$ cat src/rtl/sonet_rx_framer.sv
module sonet_rx_framer #(
  parameter int ROWS    = 9,
  parameter int COLS    = 90,
  parameter int ERRW    = 16,
  parameter int GOOD_N  = 2,
  parameter int BAD_N   = 4,
  parameter int OH_COLS = 3,
  parameter logic [7:0] SYNC1 = 8'hF6,
  parameter logic [7:0] SYNC2 = 8'h28
) (
  input  logic            clk,
  input  logic            rst_n,
  input  logic            in_valid,
  input  logic [7:0]      in_byte,
  input  logic            snap,
  output logic            out_valid,
  output logic [7:0]      out_byte,
  output logic [$clog2(ROWS)-1:0] out_row,
  output logic [$clog2(COLS)-1:0] out_col,
  output logic            out_sof,
  output logic            in_frame,
  output logic [ERRW-1:0] err_hold
);
  localparam int RW   = $clog2(ROWS);
  localparam int CW   = $clog2(COLS);
  localparam int CNTW = $clog2(GOOD_N + BAD_N + 1);

  logic            aligned;
  logic [RW-1:0]   row_q;
  logic [CW-1:0]   col_q;
  logic [7:0]      last_byte;
  logic [CNTW-1:0] good_q, bad_q;
  logic [6:0]      lfsr_q, lfsr_nx;
  logic [7:0]      ks;
  logic [7:0]      acc_q, bip_prev;
  logic            acc_full, bip_ok;
  logic [ERRW-1:0] err_cnt;
  logic [3:0]      inc;
  logic [ERRW:0]   sum;

  wire at_sof  = row_q == '0 && col_q == '0;
  wire at_chk  = row_q == '0 && col_q == CW'(1);
  wire at_seed = row_q == '0 && col_q == CW'(OH_COLS);
  wire at_b1   = row_q == RW'(1) && col_q == '0;
  wire at_eof  = row_q == RW'(ROWS-1) && col_q == CW'(COLS-1);
  wire pat_ok  = last_byte == SYNC1 && in_byte == SYNC2;
  wire scr_on  = aligned && !(row_q == '0 && col_q < CW'(OH_COLS));
  wire [7:0] clear_byte = in_byte ^ (scr_on ? ks : 8'h00);

  always_comb begin
    logic [6:0] st;
    st = at_seed ? 7'h7F : lfsr_q;
    for (int i = 7; i >= 0; i--) begin
      ks[i] = st[6];
      st = {st[5:0], st[6] ^ st[5]};
    end
    lfsr_nx = st;
  end

  assign inc = (in_valid && aligned && at_b1 && bip_ok) ? 4'($countones(clear_byte ^ bip_prev)) : 4'd0;
  assign sum = {1'b0, err_cnt} + (ERRW+1)'(inc);

  always_ff @(posedge clk or negedge rst_n) begin
    if (!rst_n) begin
      aligned <= 1'b0; in_frame <= 1'b0;
      row_q <= '0; col_q <= '0; last_byte <= '0;
      good_q <= '0; bad_q <= '0; lfsr_q <= '1;
      acc_q <= '0; bip_prev <= '0; acc_full <= 1'b0; bip_ok <= 1'b0;
      err_cnt <= '0; err_hold <= '0;
      out_valid <= 1'b0; out_byte <= '0; out_row <= '0; out_col <= '0; out_sof <= 1'b0;
    end else begin
      if (snap) begin
        err_hold <= err_cnt;
        err_cnt  <= ERRW'(inc);
      end else begin
        err_cnt <= sum[ERRW] ? '1 : sum[ERRW-1:0];
      end
      out_valid <= in_valid;
      if (!in_valid) out_sof <= 1'b0;
      if (in_valid) begin
        last_byte <= in_byte;
        out_byte  <= clear_byte;
        out_row   <= aligned ? row_q : '0;
        out_col   <= aligned ? col_q : '0;
        out_sof   <= aligned && at_sof;
        if (!aligned) begin
          if (pat_ok) begin
            aligned <= 1'b1;
            row_q <= '0; col_q <= CW'(2);
            good_q <= CNTW'(1); bad_q <= '0;
            acc_q <= '0; acc_full <= 1'b0; bip_ok <= 1'b0;
          end
        end else begin
          if (col_q == CW'(COLS-1)) begin
            col_q <= '0;
            row_q <= (row_q == RW'(ROWS-1)) ? '0 : row_q + 1'b1;
          end else begin
            col_q <= col_q + 1'b1;
          end
          lfsr_q <= lfsr_nx;
          if (at_sof) begin
            acc_q <= in_byte; acc_full <= 1'b1;
          end else begin
            acc_q <= acc_q ^ in_byte;
          end
          if (at_eof) begin
            bip_prev <= acc_q ^ in_byte; bip_ok <= acc_full;
          end
          if (at_chk) begin
            if (pat_ok) begin
              bad_q <= '0;
              if (good_q < CNTW'(GOOD_N)) good_q <= good_q + 1'b1;
              if (good_q >= CNTW'(GOOD_N-1)) in_frame <= 1'b1;
            end else begin
              good_q <= '0;
              if (!in_frame) begin
                aligned <= 1'b0;
              end else if (bad_q == CNTW'(BAD_N-1)) begin
                in_frame <= 1'b0; aligned <= 1'b0; bad_q <= '0;
              end else begin
                bad_q <= bad_q + 1'b1;
              end
            end
          end
        end
      end
    end
  end
endmodule


$ cat config.mk
export PLATFORM = sky130hd
export DESIGN_NAME = sonet_rx_framer
export DESIGN_NICKNAME = d
export VERILOG_FILES = /design/src/rtl/sonet_rx_framer.sv
export SDC_FILE = /design/constraint.sdc
export NUM_CORES = 1
export LEC_CHECK = 0
export ABC_AREA = 1
export BUFFER_PORTS_ARGS = -buffer_cell sky130_fd_sc_hd__buf_2
export CORE_ASPECT_RATIO = 1.75
export CORE_MARGIN = 2
export CORE_UTILIZATION = 42
export CTS_CLUSTER_SIZE = 28
export DETAILED_ROUTE_END_ITERATION = 16
export MAX_ROUTING_LAYER = met4
export PLACE_DENSITY = 0.57
export SLEW_MARGIN = 0
export SYNTH_ARGS = -nofsm -noshare
export SYNTH_HDL_FRONTEND = slang
export SYNTH_SLANG_ARGS = --single-unit
$ cat constraint.sdc
create_clock -name clk -period 15.1 [get_ports clk]
set_clock_uncertainty 0.1 [all_clocks]
set_input_delay 0.755 -clock clk [delete_from_list [all_inputs] [get_ports clk]]
set_output_delay 0.755 -clock clk [all_outputs]
set_load 0.005 [all_outputs]
==> results of run 1 <==
[logic make-up (layout without fill, tap and decap cells)]
kind of cell | Yosys count | after routing | synth area share
compound gates | 109 | 109 | 0.106
xor+xnor | 25 | 25 | 0.0423
fa+ha+maj | 21 | 21 | 0.0510
buf+inv | 103 | 146 | 0.0742
flops | 105 | 105 | 0.448
simple gates | 344 | 344 | 0.279
[final cells by class]
type                       instances  area, um2
tap                              177        221
clock inverter                     6       67.6
inverter                          80        300
multi-input combinational        499       2810
fill                            1359       7240
timing repair buffer              50        255
clock buffer                      10        229
sequential                       105       2640
[critical path: cells and delay by family (launching register included)]
| family | cells | cell delay [ns] |
|---|---|---|
| fa+ha+maj | 7 | 2.74 |
| simple gates | 15 | 2.25 |
| flops | 1 | 0.44 |
| buf+inv | 6 | 0.38 |
| xor+xnor | 1 | 0.14 |
[registers in the layout, indices dropped and copies added (netlist names), 3 cells and up]
register / cells
out_col: 7
lfsr_q: 7
out_row: 4
last_byte: 8
acc_q: 8
err_cnt: 16
err_hold: 16
good_q: 3
bad_q: 3
col_q: 7
out_byte: 8
bip_prev: 8
row_q: 4
[routing by layer]
metal / up-vias / track usage / share of wire
met5: - / - / 0
met4: 0 / 0.0842 / 0.030
met3: 27 / 0.0310 / 0.029
met2: 82 / 0.360 / 0.55
met1: 2266 / 0.220 / 0.39
li1: 2360 / - / -
[power groups by stage]
| stage | Clock (uW) | Combinational (uW) | Sequential (uW) |
|---|---|---|---|
| after CTS | 245 | 252 | 345 |
| after floorplan | 0 | 188 | 345 |
| after global placement | 0 | 243 | 349 |
| final | 238 | 246 | 345 |
| after detailed placement | 0 | 251 | 350 |
| after global routing | 257 | 284 | 350 |
[synth_stat cells, types with 5 or more instances]
cell type and count:
nand2_1 184, dfrtp_1 98, inv_1 72, o21ai_0 53, nor2_1 42, nand3_1 39, a21oi_1 20, nand2_2 17
ha_1 16, xnor2_1 14, nand3_2 13, nor3_1 13, clkbuf_1 11, nand4_1 11, o21ai_1 11, buf_2 8
inv_2 8, o21ai_2 8, a31oi_1 7, dfstp_2 7, nand2_4 7, xor2_1 7, nor2_2 6, fa_1 5
[stage by stage]
step	hold WS, ns	total power [uW]	util
2_1_floorplan	0.348	533	-
3_3_place_gp	0.352	592	0.452
3_5_place_dp	0.358	601	0.452
4_1_cts	0.286	841	0.474
5_1_grt	0.301	890	0.474
6_report	0.263	829	0.474
[worst max-delay path by stage]
| stage | start | endpoint | slack, ns |
|---|---|---|---|
| 5_1_grt | row_q[0]$_DFFE_PN0P_ | err_cnt[11]$_DFF_PN0_ | 8.49 |
| 4_1_cts | row_q[0]$_DFFE_PN0P_ | err_cnt[14]$_DFF_PN0_ | 8.92 |
| 2_1_floorplan | row_q[0]$_DFFE_PN0P_ | err_cnt[14]$_DFF_PN0_ | 9.73 |
| 3_3_place_gp | row_q[0]$_DFFE_PN0P_ | err_cnt[14]$_DFF_PN0_ | 9.13 |
| 6_report | row_q[0]$_DFFE_PN0P_ | err_cnt[14]$_DFF_PN0_ | 8.95 |
| 3_5_place_dp | row_q[0]$_DFFE_PN0P_ | err_cnt[14]$_DFF_PN0_ | 8.95 |
==> impl_metrics.prom, run 1 <==
# TYPE chip_impl_metric gauge
chip_impl_info{name="critical_path.startpoint_type",value="flip-flop"} 1
chip_impl_metric{name="share_seq_of_total_power",unit=""} 0.416
chip_impl_metric{name="floorplan.initialDensity",unit=""} 0.428
chip_impl_metric{name="global_route.overflow_total",unit=""} 0
chip_impl_metric{name="synth_enable_flop_cells",unit=""} 0
chip_impl_metric{name="finalSetupTns",unit="ns"} 0
chip_impl_metric{name="synth-seq-area-share",unit=""} 0.448
chip_impl_metric{name="maximum_vdd_ir_drop",unit="mV"} 0.0601
chip_impl_info{name="grt_setup_unrepaired",value="false"} 1
chip_impl_info{name="outcome",value="finished, final reports clean"} 1
chip_impl_metric{name="final-instance-count-excl-fill",unit=""} 927
chip_impl_metric{name="proportion_of_synthesized_flip_flops_having_asynchronous_set_or_reset",unit=""} 1.00
chip_impl_info{name="rr_endpoint",value="err_cnt[14]$_DFF_PN0_"} 1
chip_impl_metric{name="critical_path_peak_fanout",unit=""} 13
chip_impl_metric{name="final.setup.worst_slack",unit="ns"} 8.95
chip_impl_info{name="cp-end-kind",value="flip-flop"} 1
chip_impl_metric{name="finalNetCount",unit=""} 778
chip_impl_metric{name="vias_in_the_first_global_route",unit=""} 4646
chip_impl_metric{name="crit_required",unit="ns"} 15.29
chip_impl_metric{name="via_count",unit=""} 4735
chip_impl_metric{name="grt_start_max_net_pins",unit=""} 67
chip_impl_metric{name="timing.critical_path.arrival",unit="ns"} 6.34
chip_impl_metric{name="route.detailed.drc",unit=""} 0
chip_impl_metric{name="buffer_count_from_post_cts_setup_fixing",unit=""} 0
chip_impl_metric{name="initial_antenna_violation_count",unit=""} 0
chip_impl_info{name="synth_area_leader_cell",value="dfrtp_1"} 1
chip_impl_metric{name="detail_route.iter0.violations",unit=""} 192
chip_impl_metric{name="yosys_warnings",unit=""} 0
chip_impl_metric{name="synth_area",unit="mm2"} 0.00589
chip_impl_metric{name="rows",unit=""} 57
chip_impl_metric{name="detailed_place.area",unit="mm2"} 0.00623
chip_impl_metric{name="report.final.hold_viol_count",unit=""} 0
chip_impl_metric{name="antenna_cells_inserted",unit=""} 0
chip_impl_metric{name="detailedPlace.worstSlack",unit="ns"} 8.95
chip_impl_metric{name="drt-wirelength-per-cell",unit="um"} 15.0
chip_impl_metric{name="drtAntennaViolNets",unit=""} 0
chip_impl_metric{name="post-synth-top-area-fraction",unit=""} 0.417
chip_impl_metric{name="gp_routability_congestion",unit=""} 0.933
chip_impl_metric{name="placement.io_buffers",unit=""} 49
chip_impl_metric{name="timing.slew.headroom",unit=""} 0.301
chip_impl_metric{name="power.net_switching",unit="uW"} 289
chip_impl_metric{name="dpl.cell_count",unit=""} 911
chip_impl_metric{name="wirelength",unit="um"} 13900
chip_impl_metric{name="area_growth",unit="%"} 10.8
chip_impl_metric{name="maxCapViolations",unit=""} 0
chip_impl_metric{name="r2r.worst_path.cells",unit=""} 29
chip_impl_metric{name="design.die.area",unit="mm2"} 0.0150
chip_impl_metric{name="pwr-share-comb",unit=""} 0.297
chip_impl_metric{name="clk_path_buf_depth",unit=""} 2
chip_impl_metric{name="postSynthCellCount",unit=""} 707
chip_impl_info{name="mostFrequentLayoutCell",value="nand2_1"} 1
chip_impl_metric{name="ctsHtreeMaxLevel",unit=""} 3
chip_impl_metric{name="proportion_of_layout_cells_with_a_drive_suffix_above_1",unit=""} 0.189
chip_impl_metric{name="global_route_wire_length_before_repair",unit="um"} 23100
chip_impl_metric{name="viasPerCell",unit=""} 5.11
chip_impl_metric{name="die_height",unit="um"} 161
chip_impl_metric{name="layout.cell_area.non_filler",unit="mm2"} 0.00652
chip_impl_metric{name="numCtsBuffers",unit=""} 9
chip_impl_metric{name="final.min_clock_period",unit="ns"} 6.15
chip_impl_info{name="holdCritPathClass",value="input port to async pin"} 1
chip_impl_metric{name="post_cts_resize_count",unit=""} 0
chip_impl_metric{name="ctsHoldBuffers",unit=""} 0
chip_impl_metric{name="maxClockFrequency",unit="MHz"} 163
chip_impl_info{name="synth.top_cells.by_area",value="dfrtp_1, nand2_1, inv_1"} 1
chip_impl_metric{name="die_x",unit="um"} 93.5
chip_impl_metric{name="avgSynthCellArea",unit="um2"} 8.32
chip_impl_metric{name="min_period_over_period",unit=""} 0.407
chip_impl_metric{name="number_of_iterations_in_the_first_detailed_routing_pass",unit=""} 4
chip_impl_metric{name="post_synth_num_cell_types",unit=""} 38
chip_impl_metric{name="power_frac_clock",unit=""} 0.288
chip_impl_metric{name="groute.usage.overall",unit=""} 0.202
chip_impl_metric{name="clk_latency",unit="ns"} 0.35
chip_impl_info{name="cts_tree",value="done"} 1
chip_impl_info{name="commonest_cells_after_routing_fill_and_taps_aside",value="nand2_1, dfrtp_1, inv_1"} 1
chip_impl_info{name="regToRegStartpoint",value="row_q[0]$_DFFE_PN0P_"} 1
chip_impl_metric{name="cts_num_sinks",unit=""} 105
chip_impl_metric{name="cp_slowest_stage_delay",unit="ns"} 0.53
chip_impl_metric{name="p_int",unit="uW"} 541
chip_impl_metric{name="reg2reg_slack",unit="ns"} 8.95
chip_impl_metric{name="design.portCount",unit=""} 50
chip_impl_metric{name="pwr_dens",unit="mW/mm2"} 127
chip_impl_metric{name="synth_fp_nets",unit=""} 740
chip_impl_metric{name="worstMarginPinSlew",unit="ns"} 1.05
chip_impl_metric{name="placeableCoreArea",unit="mm2"} 0.0138
chip_impl_info{name="timing.critical_path.slowest_stage_cell",value="fa_1"} 1
chip_impl_metric{name="setup_viol_count_final",unit=""} 0
chip_impl_info{name="synth_top_flop_cell",value="dfrtp_1"} 1
chip_impl_metric{name="postSynthRegisterBits",unit=""} 105
chip_impl_info{name="root_buffer",value="clkbuf_16"} 1
chip_impl_info{name="critical_path_class",value="flip-flop to flip-flop"} 1
chip_impl_metric{name="p_leak",unit="uW"} 0.00324
chip_impl_metric{name="sum_of_net_half_perimeters_after_detailed_placement",unit="um"} 10500
chip_impl_metric{name="final_count_of_pins_violating_max_slew",unit=""} 0
chip_impl_metric{name="power_switching_share",unit=""} 0.348
chip_impl_metric{name="clk_pin_slew_worst_paths",unit="ns"} 0.07
No activity file was read; power rests on OpenSTA's default activity.
==> run 2, diff against run 1 <==
--- a/config.mk
+++ b/config.mk
@@ -5,7 +5,7 @@
 export SDC_FILE = /design/constraint.sdc
 export NUM_CORES = 1
 export LEC_CHECK = 0
-export ABC_AREA = 1
+export ABC_AREA = 0
 export BUFFER_PORTS_ARGS = -buffer_cell sky130_fd_sc_hd__buf_2
 export CORE_ASPECT_RATIO = 1.75
 export CORE_MARGIN = 2
@@ -13,7 +13,7 @@
 export CTS_CLUSTER_SIZE = 28
 export DETAILED_ROUTE_END_ITERATION = 16
 export MAX_ROUTING_LAYER = met4
-export PLACE_DENSITY = 0.57
+export PLACE_DENSITY = 0.6
 export SLEW_MARGIN = 0
 export SYNTH_ARGS = -nofsm -noshare
 export SYNTH_HDL_FRONTEND = slang
==> constraint.sdc (replaced) <==
create_clock -name clk -period 5.2 [get_ports clk]
set_clock_uncertainty 0.1 [all_clocks]
set_input_delay 0.26 -clock clk [delete_from_list [all_inputs] [get_ports clk]]
set_output_delay 0.26 -clock clk [all_outputs]
set_load 0.005 [all_outputs]
==> impl_metrics.prom, run 2 <==
# TYPE chip_impl_metric gauge
chip_impl_metric{name="pwr_dens",unit="mW/mm2"} 430
chip_impl_metric{name="totalPowerFinal",unit="uW"} 2880
chip_impl_metric{name="min_period_over_period",unit=""} 1.05
chip_impl_metric{name="maxCapViolations",unit=""} 0
chip_impl_info{name="holdCritPathClass",value="input port to flip-flop"} 1
chip_impl_metric{name="design.die.area",unit="mm2"} 0.0138
chip_impl_metric{name="p_leak",unit="uW"} 0.00307
chip_impl_info{name="outcome",value="finished, violations left"} 1
chip_impl_metric{name="drt-wirelength-per-cell",unit="um"} 15.9
chip_impl_metric{name="synth-seq-area-share",unit=""} 0.489
chip_impl_info{name="synth_area_leader_cell",value="dfrtp_1"} 1
chip_impl_metric{name="design.portCount",unit=""} 50
chip_impl_info{name="synth_top_flop_cell",value="dfrtp_1"} 1
chip_impl_metric{name="timing.critical_path.arrival",unit="ns"} 5.57
chip_impl_metric{name="pwr-share-comb",unit=""} 0.398
chip_impl_metric{name="via_count",unit=""} 4138
chip_impl_metric{name="global_route.overflow_total",unit=""} 0
chip_impl_metric{name="postSynthCellCount",unit=""} 521
chip_impl_info{name="mostFrequentLayoutCell",value="dfrtp_1"} 1
chip_impl_info{name="grt_setup_unrepaired",value="true"} 1
chip_impl_metric{name="area_growth",unit="%"} 23.9
chip_impl_metric{name="viasPerCell",unit=""} 5.27
chip_impl_metric{name="die_x",unit="um"} 89.7
chip_impl_metric{name="groute.usage.overall",unit=""} 0.195
chip_impl_metric{name="floorplan.initialDensity",unit=""} 0.432
chip_impl_metric{name="clk_latency",unit="ns"} 0.35
chip_impl_info{name="violated_checks",value="negative setup slack"} 1
chip_impl_info{name="synth_most_common_cell",value="dfrtp_1"} 1
chip_impl_metric{name="antenna_cells_inserted",unit=""} 0
chip_impl_metric{name="placement.io_buffers",unit=""} 49
chip_impl_info{name="synth.top_cells.by_area",value="dfrtp_1, mux2_2, o21ai_0"} 1
chip_impl_info{name="critical_path.startpoint_type",value="flip-flop"} 1
chip_impl_metric{name="setup_viol_count_final",unit=""} 16
chip_impl_metric{name="yosys_warnings",unit=""} 0
chip_impl_metric{name="cp_slowest_stage_delay",unit="ns"} 0.50
chip_impl_metric{name="sum_of_net_half_perimeters_after_detailed_placement",unit="um"} 8890
chip_impl_metric{name="ctsHtreeMaxLevel",unit=""} 3
chip_impl_metric{name="avgSynthCellArea",unit="um2"} 10.4
chip_impl_metric{name="final.min_clock_period",unit="ns"} 5.47
chip_impl_info{name="cts_tree",value="done"} 1
chip_impl_metric{name="maximum_vdd_ir_drop",unit="mV"} 0.219
chip_impl_info{name="commonest_cells_after_routing_fill_and_taps_aside",value="dfrtp_1, buf_4, nand2_1"} 1
chip_impl_info{name="timing.critical_path.slowest_stage_cell",value="fa_1"} 1
chip_impl_metric{name="critical_path_peak_fanout",unit=""} 6
chip_impl_metric{name="clk_pin_slew_worst_paths",unit="ns"} 0.07
chip_impl_metric{name="timing.slew.headroom",unit=""} 0.386
chip_impl_metric{name="final.setup.worst_slack",unit="ns"} -0.268
chip_impl_metric{name="finalNetCount",unit=""} 645
chip_impl_metric{name="route.detailed.drc",unit=""} 0
chip_impl_info{name="synth_commonest_cells",value="dfrtp_1, o21ai_0, nand2_1"} 1
chip_impl_metric{name="power.net_switching",unit="uW"} 978
chip_impl_metric{name="synth_area",unit="mm2"} 0.00540
chip_impl_metric{name="power_frac_clock",unit=""} 0.236
chip_impl_metric{name="detail_route.iter0.violations",unit=""} 254
chip_impl_info{name="cp_top_family",value="adder cells"} 1
chip_impl_info{name="cp-end-kind",value="flip-flop"} 1
chip_impl_metric{name="clk_path_buf_depth",unit=""} 2
chip_impl_metric{name="number_of_iterations_in_the_first_detailed_routing_pass",unit=""} 4
chip_impl_metric{name="final_count_of_pins_violating_max_slew",unit=""} 0
chip_impl_metric{name="post_synth_num_cell_types",unit=""} 64
chip_impl_metric{name="gp_routability_congestion",unit=""} 0.880
chip_impl_metric{name="report.final.hold_viol_count",unit=""} 0
chip_impl_metric{name="path_buf_inv",unit=""} 5
chip_impl_info{name="root_buffer",value="clkbuf_16"} 1
chip_impl_metric{name="postSynthRegisterBits",unit=""} 105
chip_impl_metric{name="global_route_wire_length_before_repair",unit="um"} 20600
chip_impl_metric{name="proportion_of_layout_cells_with_a_drive_suffix_above_1",unit=""} 0.313
chip_impl_metric{name="finalHoldWorstSlack",unit="ns"} 0.157
chip_impl_info{name="critical_path_class",value="flip-flop to flip-flop"} 1
chip_impl_metric{name="drtAntennaViolNets",unit=""} 0
chip_impl_metric{name="initial_antenna_violation_count",unit=""} 0
chip_impl_metric{name="proportion_of_synthesized_flip_flops_having_asynchronous_set_or_reset",unit=""} 1.00
chip_impl_metric{name="synth_enable_flop_cells",unit=""} 0
chip_impl_metric{name="numCtsBuffers",unit=""} 9
chip_impl_info{name="largest_registers",value="err_cnt (16), err_hold (16)"} 1
chip_impl_metric{name="vias_in_the_first_global_route",unit=""} 4201
chip_impl_metric{name="power_switching_share",unit=""} 0.340
chip_impl_metric{name="p_int",unit="uW"} 1900
chip_impl_metric{name="rows",unit=""} 54
chip_impl_metric{name="post-synth-top-area-fraction",unit=""} 0.454
chip_impl_metric{name="placeableCoreArea",unit="mm2"} 0.0125
chip_impl_metric{name="cts_num_sinks",unit=""} 105
chip_impl_metric{name="wirelength",unit="um"} 12500
chip_impl_metric{name="die_height",unit="um"} 154
chip_impl_metric{name="crit_required",unit="ns"} 5.30
chip_impl_metric{name="maxClockFrequency",unit="MHz"} 183
chip_impl_metric{name="worstMarginPinSlew",unit="ns"} 0.921
chip_impl_metric{name="grt_start_max_net_pins",unit=""} 57
chip_impl_metric{name="share_seq_of_total_power",unit=""} 0.366
chip_impl_metric{name="synth_fp_nets",unit=""} 554
chip_impl_info{name="crit_path_cell_trace",value="nor4_4 -> buf_4 -> a41oi_4 -> o21ai_2 -> xor2_2 -> xor2_1 -> fa_1 -> inv_1 -> fa_1 -> inv_1 -> fa_1 -> inv_1 -> ha_2 -> fa_2 -> xnor2_2 -> nor4_4 -> ha_4 -> buf_6 -> a211o_1 -> a21oi_4 -> nor3_1 -> xnor2_1 -> a21oi_1"} 1
run 2: cell type report:
| type | instances | area [um2] |
|---|---|---|
| clock buffer | 12 | 236 |
| clock inverter | 4 | 55.1 |
| fill | 1134 | 5810 |
| inverter | 24 | 90.1 |
| multi-input combinational | 370 | 2800 |
| sequential | 105 | 2640 |
| tap | 168 | 210 |
| timing repair buffer | 102 | 656 |
run 2: cell families after synthesis:
logic type | Yosys count | synth area share
and+or+nand+nor | 148 | 0.142
AOI/OAI and AO/OA | 126 | 0.145
DFF | 105 | 0.489
xor gates and xnor gates | 48 | 0.0779
buffers and inverters | 47 | 0.0369
muxes | 26 | 0.0540
adders and majority gates | 21 | 0.0556
run 2: path summary, 6_finish.rpt:
path	start	end	slack [ns]	depth (start not counted)
worst max-delay path	row_q[3]$_DFFE_PN0P_	err_cnt[11]$_DFF_PN0_	-0.27	23
worst min-delay path	in_byte[7]	last_byte[7]$_DFFE_PN0P_	0.16	2
worst max register to register	row_q[3]$_DFFE_PN0P_	err_cnt[11]$_DFF_PN0_	-0.27	23
worst min register to register	last_byte[6]$_DFFE_PN0P_	last_byte[6]$_DFFE_PN0P_	0.40	1
max in group asynchronous	rst_n	good_q[2]$_DFFE_PN0P_	3.50	3
min in group asynchronous	rst_n	out_byte[4]$_DFFE_PN0P_	0.40	2
run 2: power by group through the flow:
| stage | sequential, uW | clock [uW] | combinational [uW] |
|---|---|---|---|
| after CTS | 1050 | 694 | 1100 |
| after global routing | 1070 | 737 | 1290 |
| after detailed placement | 1070 | 0 | 1050 |
| final | 1050 | 678 | 1140 |
| after floorplan | 1070 | 0 | 682 |
| after global placement | 1060 | 0 | 1020 |
run 2: timing repair:
action,CTS,global route
gates cloned,1,0
buffers inserted,6,3
pin swaps,20,21
hold buffers,1,0
hold endpoints to repair,48,0
resized for setup,12,20
setup endpoints to repair,16,16
run 2: through the flow:
step	std cells	utilization	setup WS [ns]	setup TNS, ns	area, um2
after floorplan	521	-	-0.340	-4.72	5470
after global placement	759	0.491	-0.334	-4.96	6130
after detailed placement	759	0.491	-0.441	-6.41	6130
after CTS	782	0.523	-0.253	-3.58	6530
after global routing	785	0.535	-0.439	-6.38	6690
final	785	0.535	-0.268	-3.25	6690
run 2: layer usage:
metal / routed length, um / GRT usage / vias to the layer above
met4: 314 / 0.0775 / 0
met3: 316 / 0.0306 / 19
li1: - / - / 1997
met1: 5010 / 0.222 / 2051
met5: 0 / - / -
met2: 6820 / 0.332 / 71
